--- src/rtl/upc_pkg.sv ---
// Package: shared operation codes for the micro-program sequencer.
// Assumes the 3-bit code arrives already decoded from the microinstruction.
package upc_pkg;
    typedef enum logic [2:0] {
        UPC_INC   = 3'b000,
        UPC_MAP_A = 3'b001,
        UPC_MAP_B = 3'b010,
        UPC_CLR   = 3'b011,
        UPC_JUMP  = 3'b100,
        UPC_RET   = 3'b101,
        UPC_CALL  = 3'b110,
        UPC_HOLD  = 3'b111
    } upc_op_e;
endpackage

--- src/rtl/upc_next_sel.sv ---
// Module: combinational next-address selection.
// Picks the counter's next value from the operation code. It also produces the
// return-register write enable and data. Assumes all inputs are valid each cycle.
module upc_next_sel
    import upc_pkg::*;
#(
    parameter int ADDR_W = 7
) (
    input  upc_op_e           op,
    input  logic [ADDR_W-1:0] cur,
    input  logic [ADDR_W-1:0] map_a,
    input  logic [ADDR_W-1:0] map_b,
    input  logic [ADDR_W-1:0] jump,
    input  logic [ADDR_W-1:0] ret,
    output logic [ADDR_W-1:0] nxt,
    output logic              ret_wr,
    output logic [ADDR_W-1:0] ret_val
);
    logic [ADDR_W-1:0] inc_val;

    // Sequential successor; the modulo-2^ADDR_W add gives the wrap to zero.
    always_comb inc_val = cur + ADDR_W'(1);

    // Next counter value chosen by the operation code.
    always_comb begin
        unique case (op)
            UPC_INC:   nxt = inc_val;
            UPC_MAP_A: nxt = map_a;
            UPC_MAP_B: nxt = map_b;
            UPC_CLR:   nxt = '0;
            UPC_JUMP:  nxt = jump;
            UPC_RET:   nxt = ret;
            UPC_CALL:  nxt = jump;
            default:   nxt = cur;
        endcase
    end

    // The return register is written only by a call, and it saves the successor.
    always_comb begin
        ret_wr  = (op == UPC_CALL);
        ret_val = inc_val;
    end
endmodule

--- src/rtl/upc_ret_reg.sv ---
// Module: single-entry return-address register.
// Loads on a write enable and holds otherwise. Synchronous active-low reset to 0.
module upc_ret_reg #(
    parameter int ADDR_W = 7
) (
    input  logic              clk,
    input  logic              rst_n,
    input  logic              wr_en,
    input  logic [ADDR_W-1:0] d,
    output logic [ADDR_W-1:0] q
);
    // Capture the return address on a call.
    always_ff @(posedge clk) begin
        if (!rst_n)     q <= '0;
        else if (wr_en) q <= d;
    end
endmodule

--- src/rtl/upc_count_reg.sv ---
// Module: the micro-program counter state register and its zero detector.
// Takes a new value on every edge. Synchronous active-low reset to 0.
module upc_count_reg #(
    parameter int ADDR_W = 7
) (
    input  logic              clk,
    input  logic              rst_n,
    input  logic [ADDR_W-1:0] d,
    output logic [ADDR_W-1:0] q,
    output logic              is_zero
);
    // Register the selected next address.
    always_ff @(posedge clk) begin
        if (!rst_n) q <= '0;
        else        q <= d;
    end

    // Flag the instruction-fetch entry address.
    always_comb is_zero = (q == '0);
endmodule

--- src/rtl/upc_sequencer.sv ---
// Module: top of the micro-program sequencer.
// Joins the next-address selector, the counter and the return register.
// Assumes ctrl, map_a, map_b and jump_addr are stable around the rising edge.
module upc_sequencer
    import upc_pkg::*;
#(
    parameter int ADDR_W = 7
) (
    input  logic              clk,
    input  logic              rst_n,
    input  logic [2:0]        ctrl,
    input  logic [ADDR_W-1:0] map_a,
    input  logic [ADDR_W-1:0] map_b,
    input  logic [ADDR_W-1:0] jump_addr,
    output logic [ADDR_W-1:0] uaddr,
    output logic              new_instr
);
    upc_op_e           op;
    logic [ADDR_W-1:0] nxt;
    logic [ADDR_W-1:0] ret_q;
    logic [ADDR_W-1:0] ret_d;
    logic              ret_wr;

    // Interpret the raw code as an operation.
    always_comb op = upc_op_e'(ctrl);

    upc_next_sel #(.ADDR_W(ADDR_W)) u_sel (
        .op(op), .cur(uaddr), .map_a(map_a), .map_b(map_b), .jump(jump_addr),
        .ret(ret_q), .nxt(nxt), .ret_wr(ret_wr), .ret_val(ret_d)
    );

    upc_ret_reg #(.ADDR_W(ADDR_W)) u_ret (
        .clk(clk), .rst_n(rst_n), .wr_en(ret_wr), .d(ret_d), .q(ret_q)
    );

    upc_count_reg #(.ADDR_W(ADDR_W)) u_cnt (
        .clk(clk), .rst_n(rst_n), .d(nxt), .q(uaddr), .is_zero(new_instr)
    );
endmodule

--- config.mk ---
export PLATFORM = sky130hd
export DESIGN_NAME = upc_sequencer
export DESIGN_NICKNAME = d
export VERILOG_FILES = /design/src/rtl/upc_pkg.sv /design/src/rtl/upc_next_sel.sv /design/src/rtl/upc_ret_reg.sv /design/src/rtl/upc_count_reg.sv /design/src/rtl/upc_sequencer.sv
export SDC_FILE = /design/constraint.sdc
export NUM_CORES = 1
export LEC_CHECK = 0
export ABC_AREA = 1
export BUFFER_PORTS_ARGS = -buffer_cell sky130_fd_sc_hd__buf_2
export CAP_MARGIN = 10
export CORE_UTILIZATION = 55
export CTS_BUF_LIST = sky130_fd_sc_hd__clkbuf_8
export DETAILED_ROUTE_END_ITERATION = 16
export PLACE_DENSITY = 0.86
export SYNTH_ARGS = -nofsm -noshare
export SYNTH_HDL_FRONTEND = slang
export SYNTH_SLANG_ARGS = --single-unit
export TNS_END_PERCENT = 20
--- constraint.sdc ---
create_clock -name clk -period 3.2 [get_ports clk]
set_clock_uncertainty 0.15 [all_clocks]
set_input_delay 0.64 -clock clk [delete_from_list [all_inputs] [get_ports clk]]
set_output_delay 0.64 -clock clk [all_outputs]
set_load 0.05 [all_outputs]
==> results of run 1 <==
==> how the worst max path moves through the flow <==
stage	to	from	slack [ps]	cells after the start
after global routing	new_instr	u_cnt.q[0]$_SDFFE_PN0P_	950	5
after CTS	new_instr	u_cnt.q[0]$_SDFFE_PN0P_	1040	5
after detailed placement	new_instr	u_cnt.q[0]$_SDFFE_PN0P_	1320	5
after floorplan	new_instr	u_cnt.q[0]$_SDFFE_PN0P_	480	4
after global placement	new_instr	u_cnt.q[0]$_SDFFE_PN0P_	1320	5
final	new_instr	u_cnt.q[0]$_SDFFE_PN0P_	1030	5
==> worst min-delay path, stage by stage (launching register included) <==
cell and delay, ps:
dfxtp_1 300, inv_1 60, a21oi_1 60
==> layout make-up <==
cell class / instances / share of cell area (%)
Clock buffer: 4 / 4.45
Sequential cell: 14 / 22.7
Timing Repair Buffer: 33 / 13.4
Tap cell: 25 / 2.53
Inverter: 34 / 10.7
Multi-Input combinational cell: 112 / 46.3
==> power groups by stage <==
stage / sequential, W / clock [W] / combinational, W
after floorplan: 0.000222 / 0 / 0.0000717
after global placement: 0.000199 / 0 / 0.000129
after detailed placement: 0.000200 / 0 / 0.000131
after CTS: 0.000196 / 0.000173 / 0.000133
after global routing: 0.000197 / 0.000186 / 0.000146
final: 0.000196 / 0.000169 / 0.000134
==> cells in the final DEF (no fill, tap or decap), types with 4 or more instances in the layout <==
cell,n
buf_2,33
inv_1,28
nand2_1,26
nor2_1,24
nand3_1,16
dfxtp_1,14
o21ai_0,10
a21oi_1,10
nand4_1,9
nand3_2,4
inv_2,4
clkbuf_8,4
==> flip-flops by register name, indices dropped and copies added (netlist names) <==
register  count
u_ret.q       7
u_cnt.q       7
==> metal layers <==
metal  global-route usage, %  routed length (um)
met1                    34.7                1120
met2                    50.0                1250
met3                    8.00                 164
met4                    6.67                  38
met5                       0                   0
==> through the flow <==
step	area, um^2	total power (W)
4_1_cts	1240	0.000501
3_3_place_gp	1180	0.000328
5_1_grt	1240	0.000529
3_5_place_dp	1180	0.000331
2_1_floorplan	1010	0.000293
6_report	1240	0.000499
==> kinds of logic after synthesis <==
family,after synthesis,synth area share [%]
flops,14,27.7
xor+xnor,1,0.866
simple gates,83,39.2
buf+inv,37,15.7
fa+ha+maj,2,2.47
compound gates,26,14.0
==> summary.md, run 1 <==
| Metric | Value |
|---|---|
| Part of the power in registers | 39.4% |
| Fillers | 161 |
| Initial Util | between 50% and 60% |
| RSZ-0062 raised after global routing | false |
| Drt drc | 0 |
| Register bit count reported by yosys | 14 |
| Worst EP required | roughly 2400 ps |
| Syn_area_per_cell | ~6.2 um^2 |
| # IOs | 34 |
| Setup WS pre-CTS | 1320 ps |
| Routability-driven placement congestion ratio | ~0.86 |
| Post-Layout Cell Count | around 220 |
| PostCTS Resize Cnt | 0 |
| First-pass GRT wire length | 4.20 mm |
| Area contributors post-synth | dfxtp_1, inv_1, nand2_1 |
| Crit path capture type | primary output |
| Setup WS post-layout | ~1000 ps |
| Hold Path Depth | 2 |
| CP Cell Sequence | inv_1 > ha_1 > nand4_1 > nor3_1 > buf_2 |
| Top-area cell type share of the netlist area | between 20% and 30% |
| Max_cap viols | 0 |
| Crit start category | register |
| Area grow syn2layout | 22.3% |
| Worst-path fanout max | 5 |
| Clock slew at reported path FFs | approximately 50 ps |
| Cells after synthesis | 163 |
| Hold_buf cts | 0 |
| CP Class | reg2out |
| Critical R2R Launch | u_cnt.q[0]$_SDFFE_PN0P_ |
| Ys flop type | dfxtp_1 |
| Setup_tns | 0 ps |
| Largest net degree at the start of global routing | 12 |
| Switching pwr | between 0.00015 and 0.0002 W |
| Final Hold Fails | 0 |
| Reg2Reg Depth | 8 |
| Yosys warning count | 0 |
| Clock power frac | 33.8% |
| Via Count | 1183 |
| Global route total overflow | 0 |
| Number of nets with antenna violations after routing | 0 |
| CP top delay family | buffers and inverters |
| H-tree lvl count | 1 |
| Hold_ws | 315 ps |
| Drt first pass iters | 4 |
| Clock network latency to the later pin of the worst-skew pair | roughly 240 ps |
| Synthesized area | about 1000 um^2 |
| Vias per cell | around 5.3 |
| Setup-failing EPs final | 0 |
| Power per cell area | 404 nW/um^2 |
| Status | completed |
| Yosys cell types | 21 |
| Data arrival time of the worst path | between 1000 and 1500 ps |
| Synth top cells by count | inv_1, nand2_1, nor2_1 |
| Worst R2R End | u_cnt.q[6]$_SDFFE_PN0P_ |
| DR iter-0 viols | 34 |
| Placed cells | 218 |
| Die Wd | roughly 45 um |
| Final period util | between 60% and 70% |
| Final Critical Period | 2170 ps |
| Clk buf depth | 2 |
| R2R setup slack | around 1700 ps |
| Tightest Pin Transition | about 240 ps |
| Worst hold start | u_ret.q[2]$_SDFFE_PN0P_ |
| Number of global-route vias before repair | roughly 1000 |
| Register area share after synthesis | between 20% and 30% |
| Hold Path End | u_ret.q[2]$_SDFFE_PN0P_ |
| Fmax | 0.461 GHz |
| Share of cells above drive strength 1 | 25.4% |
| WL per Instance | 11.6 um |
| Die area | 2010 um^2 |
| Port Buf Inserts | 33 |
| Pint | 0.000336 W |
| Clock Sinks | 14 |
| Multi-input logic area | 572 um^2 |
| Storage element area | 280 um^2 |
| Fin util | 71.6% |
| DIE HEIGHT | roughly 45 um |
| Area leader, netlist | dfxtp_1 |
| Post-synth EDFFs | 0 |
| Max stage delay on crit path | approximately 350 ps |
| Gr usage total | about 29% |
| Initial antenna violation count | 0 |
| Root Buffer | clkbuf_8 |
| Total core area | roughly 1700 um^2 |
| Slowest-stage cell, CP | dfxtp_1 |
| Max VDD drop | about 380 uV |
| Estimated wirelength of the detail-placed design | ~2.0 mm |
| Slew Viols, Final | 0 |
| Most frequent cell after synthesis | inv_1 |
| Post-CTS setup buffers | 0 |
| Sw frac | about a third |
| Number of diodes | 0 |
| CTS Buf Count | 3 |
| Leakage | ~0.69 nW |
| Syn nets | 191 |
| Type of the most critical hold path | reg2reg |
| Crit path buf inv count | 2 |
| Core Rows | 15 |
| Gate power share | a little over a quarter |
| Nets@finish | ~230 |
| Max transition margin | a little over four fifths |
| CTS tree | built |
| Final wirelength | between 2 and 3 mm |
| Asr flop ratio synth | 0% |
Power figures use the tool's default switching activity.
==> run 2: changes to the inputs <==
--- a/config.mk
+++ b/config.mk
@@ -5,13 +5,13 @@
 export SDC_FILE = /design/constraint.sdc
 export NUM_CORES = 1
 export LEC_CHECK = 0
-export ABC_AREA = 1
+export ABC_AREA = 0
 export BUFFER_PORTS_ARGS = -buffer_cell sky130_fd_sc_hd__buf_2
 export CAP_MARGIN = 10
-export CORE_UTILIZATION = 55
+export CORE_UTILIZATION = 47
 export CTS_BUF_LIST = sky130_fd_sc_hd__clkbuf_8
 export DETAILED_ROUTE_END_ITERATION = 16
-export PLACE_DENSITY = 0.86
+export PLACE_DENSITY = 0.78
 export SYNTH_ARGS = -nofsm -noshare
 export SYNTH_HDL_FRONTEND = slang
 export SYNTH_SLANG_ARGS = --single-unit
==> constraint.sdc (replaced) <==
create_clock -name clk -period 1.8 [get_ports clk]
set_clock_uncertainty 0.15 [all_clocks]
set_input_delay 0.36 -clock clk [delete_from_list [all_inputs] [get_ports clk]]
set_output_delay 0.36 -clock clk [all_outputs]
set_load 0.05 [all_outputs]
==> run 2 against run 1 <==
The run now ends with setup timing left. Clock power is 86% higher. Via count is 7.4% lower. Highest routed layer unchanged. Critical path type unchanged. Wire length is 9.1% higher. First-iteration DRC count is 41% lower.
==> summary.md, run 2 <==
| Metric | Value |
|---|---|
| Status | complete, but fails checks |
| Violated checks | setup timing |
| Asr flop ratio synth | 0% |
| Ys flop type | dfxtp_1 |
| CTS Buf Count | 3 |
| DIE HEIGHT | around 49 um |
| First-pass GRT wire length | approximately 4.8 mm |
| Placed cells | 183 |
| Syn_area_per_cell | approximately 8.6 um^2 |
| Area leader, netlist | dfxtp_1 |
| Top-area cell type share of the netlist area | a little over a quarter |
| # IOs | 34 |
| Data arrival time of the worst path | between 1500 and 2000 ps |
| Final Hold Fails | 0 |
| Max_cap viols | 0 |
| Final Critical Period | 2040 ps |
| Crit path capture type | primary output |
| Number of nets with antenna violations after routing | 0 |
| DR iter-0 viols | 20 |
| Synth top cells by count | dfxtp_1, a21oi_1, nand2_1 |
| Top flop regs | u_cnt.q: 7 flops, u_ret.q: 7 flops |
| Via Count | around 1100 |
| CTS tree | built |
| Yosys cell types | roughly 50 |
| Slew Viols, Final | 0 |
| Crit start category | register |
| Synthesized area | between 1000 and 1500 um^2 |
| Final period util | 113% |
| Gr usage total | around a quarter |
| Power per cell area | 711 nW/um^2 |
| Setup WS post-layout | -236 ps |
| Drt drc | 0 |
| Clock Sinks | 14 |
| Register area share after synthesis | a little over a quarter |
| Area after DPL | ~1300 um^2 |
| Total power | approximately 0.00097 W |
| Fmax | between 0.4 and 0.5 GHz |
| Drt first pass iters | 4 |
| Post-route cell area | 1360 um^2 |
| Routability-driven placement congestion ratio | around 0.87 |
| Initial Util | 51.7% |
| Tightest Pin Transition | about 390 ps |
| Clock network latency to the later pin of the worst-skew pair | between 200 and 300 ps |
| Leakage | roughly 0.60 nW |
| Commonest non-fill, non-tap cell in the layout | buf_2 |
| Syn nets | 150 |
| Vias per cell | around 5.8 |
| RSZ-0062 raised after global routing | true |
| CP Class | reg2out |
| Clk buf depth | 2 |
| Root Buffer | clkbuf_8 |
| Area contributors post-synth | dfxtp_1, buf_6, a21oi_1 |
| Setup-failing EPs final | 1 |
| Most frequent cell after synthesis | dfxtp_1 |
| Post-Layout Cell Count | 188 |
| Register bit count reported by yosys | 14 |
| Worst EP required | 1290 ps |
| Die area | 2440 um^2 |
| Post-synth EDFFs | 0 |
| Final wirelength | between 2 and 3 mm |
| Initial antenna violation count | 0 |
| Largest net degree at the start of global routing | 19 |
| Max VDD drop | between 300 and 400 uV |
| Clock slew at reported path FFs | 60 ps |
| Estimated wirelength of the detail-placed design | 2.11 mm |
| Die Wd | about 50 um |
| Port Buf Inserts | 33 |
| Yosys warning count | 0 |
| Area grow syn2layout | 29.2% |
| Nets@finish | 190 |
| Worst-path fanout max | 2 |
| Hold_ws | 318 ps |
| Number of global-route vias before repair | 1066 |
| Type of the most critical hold path | in2reg |
| Core Rows | 16 |
| Total core area | 2040 um^2 |
| Cells after synthesis | roughly 120 |
| Number of diodes | 0 |
| Most frequent cells in the layout | buf_2, buf_4, nand2_1, a21oi_1, dfxtp_1 |
| Global route total overflow | 0 |
| Share of cells above drive strength 1 | about 44% |
| Max transition margin | between 70% and 80% |
| WL per Instance | 14.9 um |
| H-tree lvl count | 1 |
| Hold_buf cts | 0 |
## run 2: cell types whose count changed in the layout (fill, tap and decap cells not counted), sizes merged, moves of 3 or more
cell,change
o211a,+3
mux2i,+4
nand2b,+4
buf,+11
nand4,-9
nor2,-18
nor2b,+4
nand3,-12
inv,-29
o21ai,-6
nand2,-16
## run 2: path summary, 6_finish.rpt
check	start	endpoint	slack, ps	cells past startpoint
max	u_cnt.q[0]$_SDFFE_PN0P_	new_instr	-240	5
min	map_b[2]	u_cnt.q[2]$_SDFFE_PN0P_	320	4
max reg2reg	u_cnt.q[0]$_SDFFE_PN0P_	u_ret.q[6]$_SDFFE_PN0P_	150	6
min reg2reg	u_ret.q[4]$_SDFFE_PN0P_	u_ret.q[4]$_SDFFE_PN0P_	350	1
## run 2: layout make-up
type | count | area [um^2]
Tap cell | 27 | 33.8
Inverter | 5 | 23.8
Multi-Input combinational cell | 94 | 706
Sequential cell | 14 | 290
Timing Repair Buffer | 44 | 254
Fill cell | 171 | 679
Clock buffer | 4 | 55.1
## run 2: timing repair
action | CTS | global route
endpoints found under the setup margin | 1 | 1
pin swaps | 2 | 0
endpoints found under the hold margin | 0 | 0
resized for setup | 7 | 0
buffers inserted | 1 | 0
## run 2: worst max-delay path, cell delays in order (launching register included)
cell	delay, ps
dfxtp_4	350
inv_4	60
ha_4	110
or4b_4	460
nor3_4	130
buf_6	170
## run 2: metrics by stage
| stage | setup TNS [ps] | util (%) | worst slack (ps) |
|---|---|---|---|
| final | -236 | 66.7 | -236 |
| after global routing | -278 | 66.7 | -278 |
| after CTS | -245 | 66.7 | -245 |
| after detailed placement | -140 | 62.5 | -140 |
| after global placement | -115 | 62.5 | -115 |
| after floorplan | -252 | - | -252 |
## run 2: kinds of logic (layout without fill, tap and decap cells)
group                      after synthesis  after routing  share of synthesized area (%)
muxes                                    4              4                           3.80
adders and majority gates                2              2                           2.37
and+or+nand+nor                         43             43                           24.7
AOI/OAI and AO/OA                       40             40                           29.3
DFF                                     14             14                           26.6
buffers and inverters                   14             53                           9.13
xor gates and xnor gates                 5              5                           4.15
## run 2: per-layer routing
metal  up-vias  global-route usage, %  share of wire (%)
met3         6                   2.49                6.2
met5         -                      0                  0
li1        532                      -                  -
met4         0                   12.9                2.1
met2        49                   44.5                 49
met1       508                   31.6                 43
## run 2: where the power goes
part           internal [W]  switching [W]
Clock              0.000194       0.000120
Combinational      0.000127       0.000176
Sequential         0.000331      0.0000198
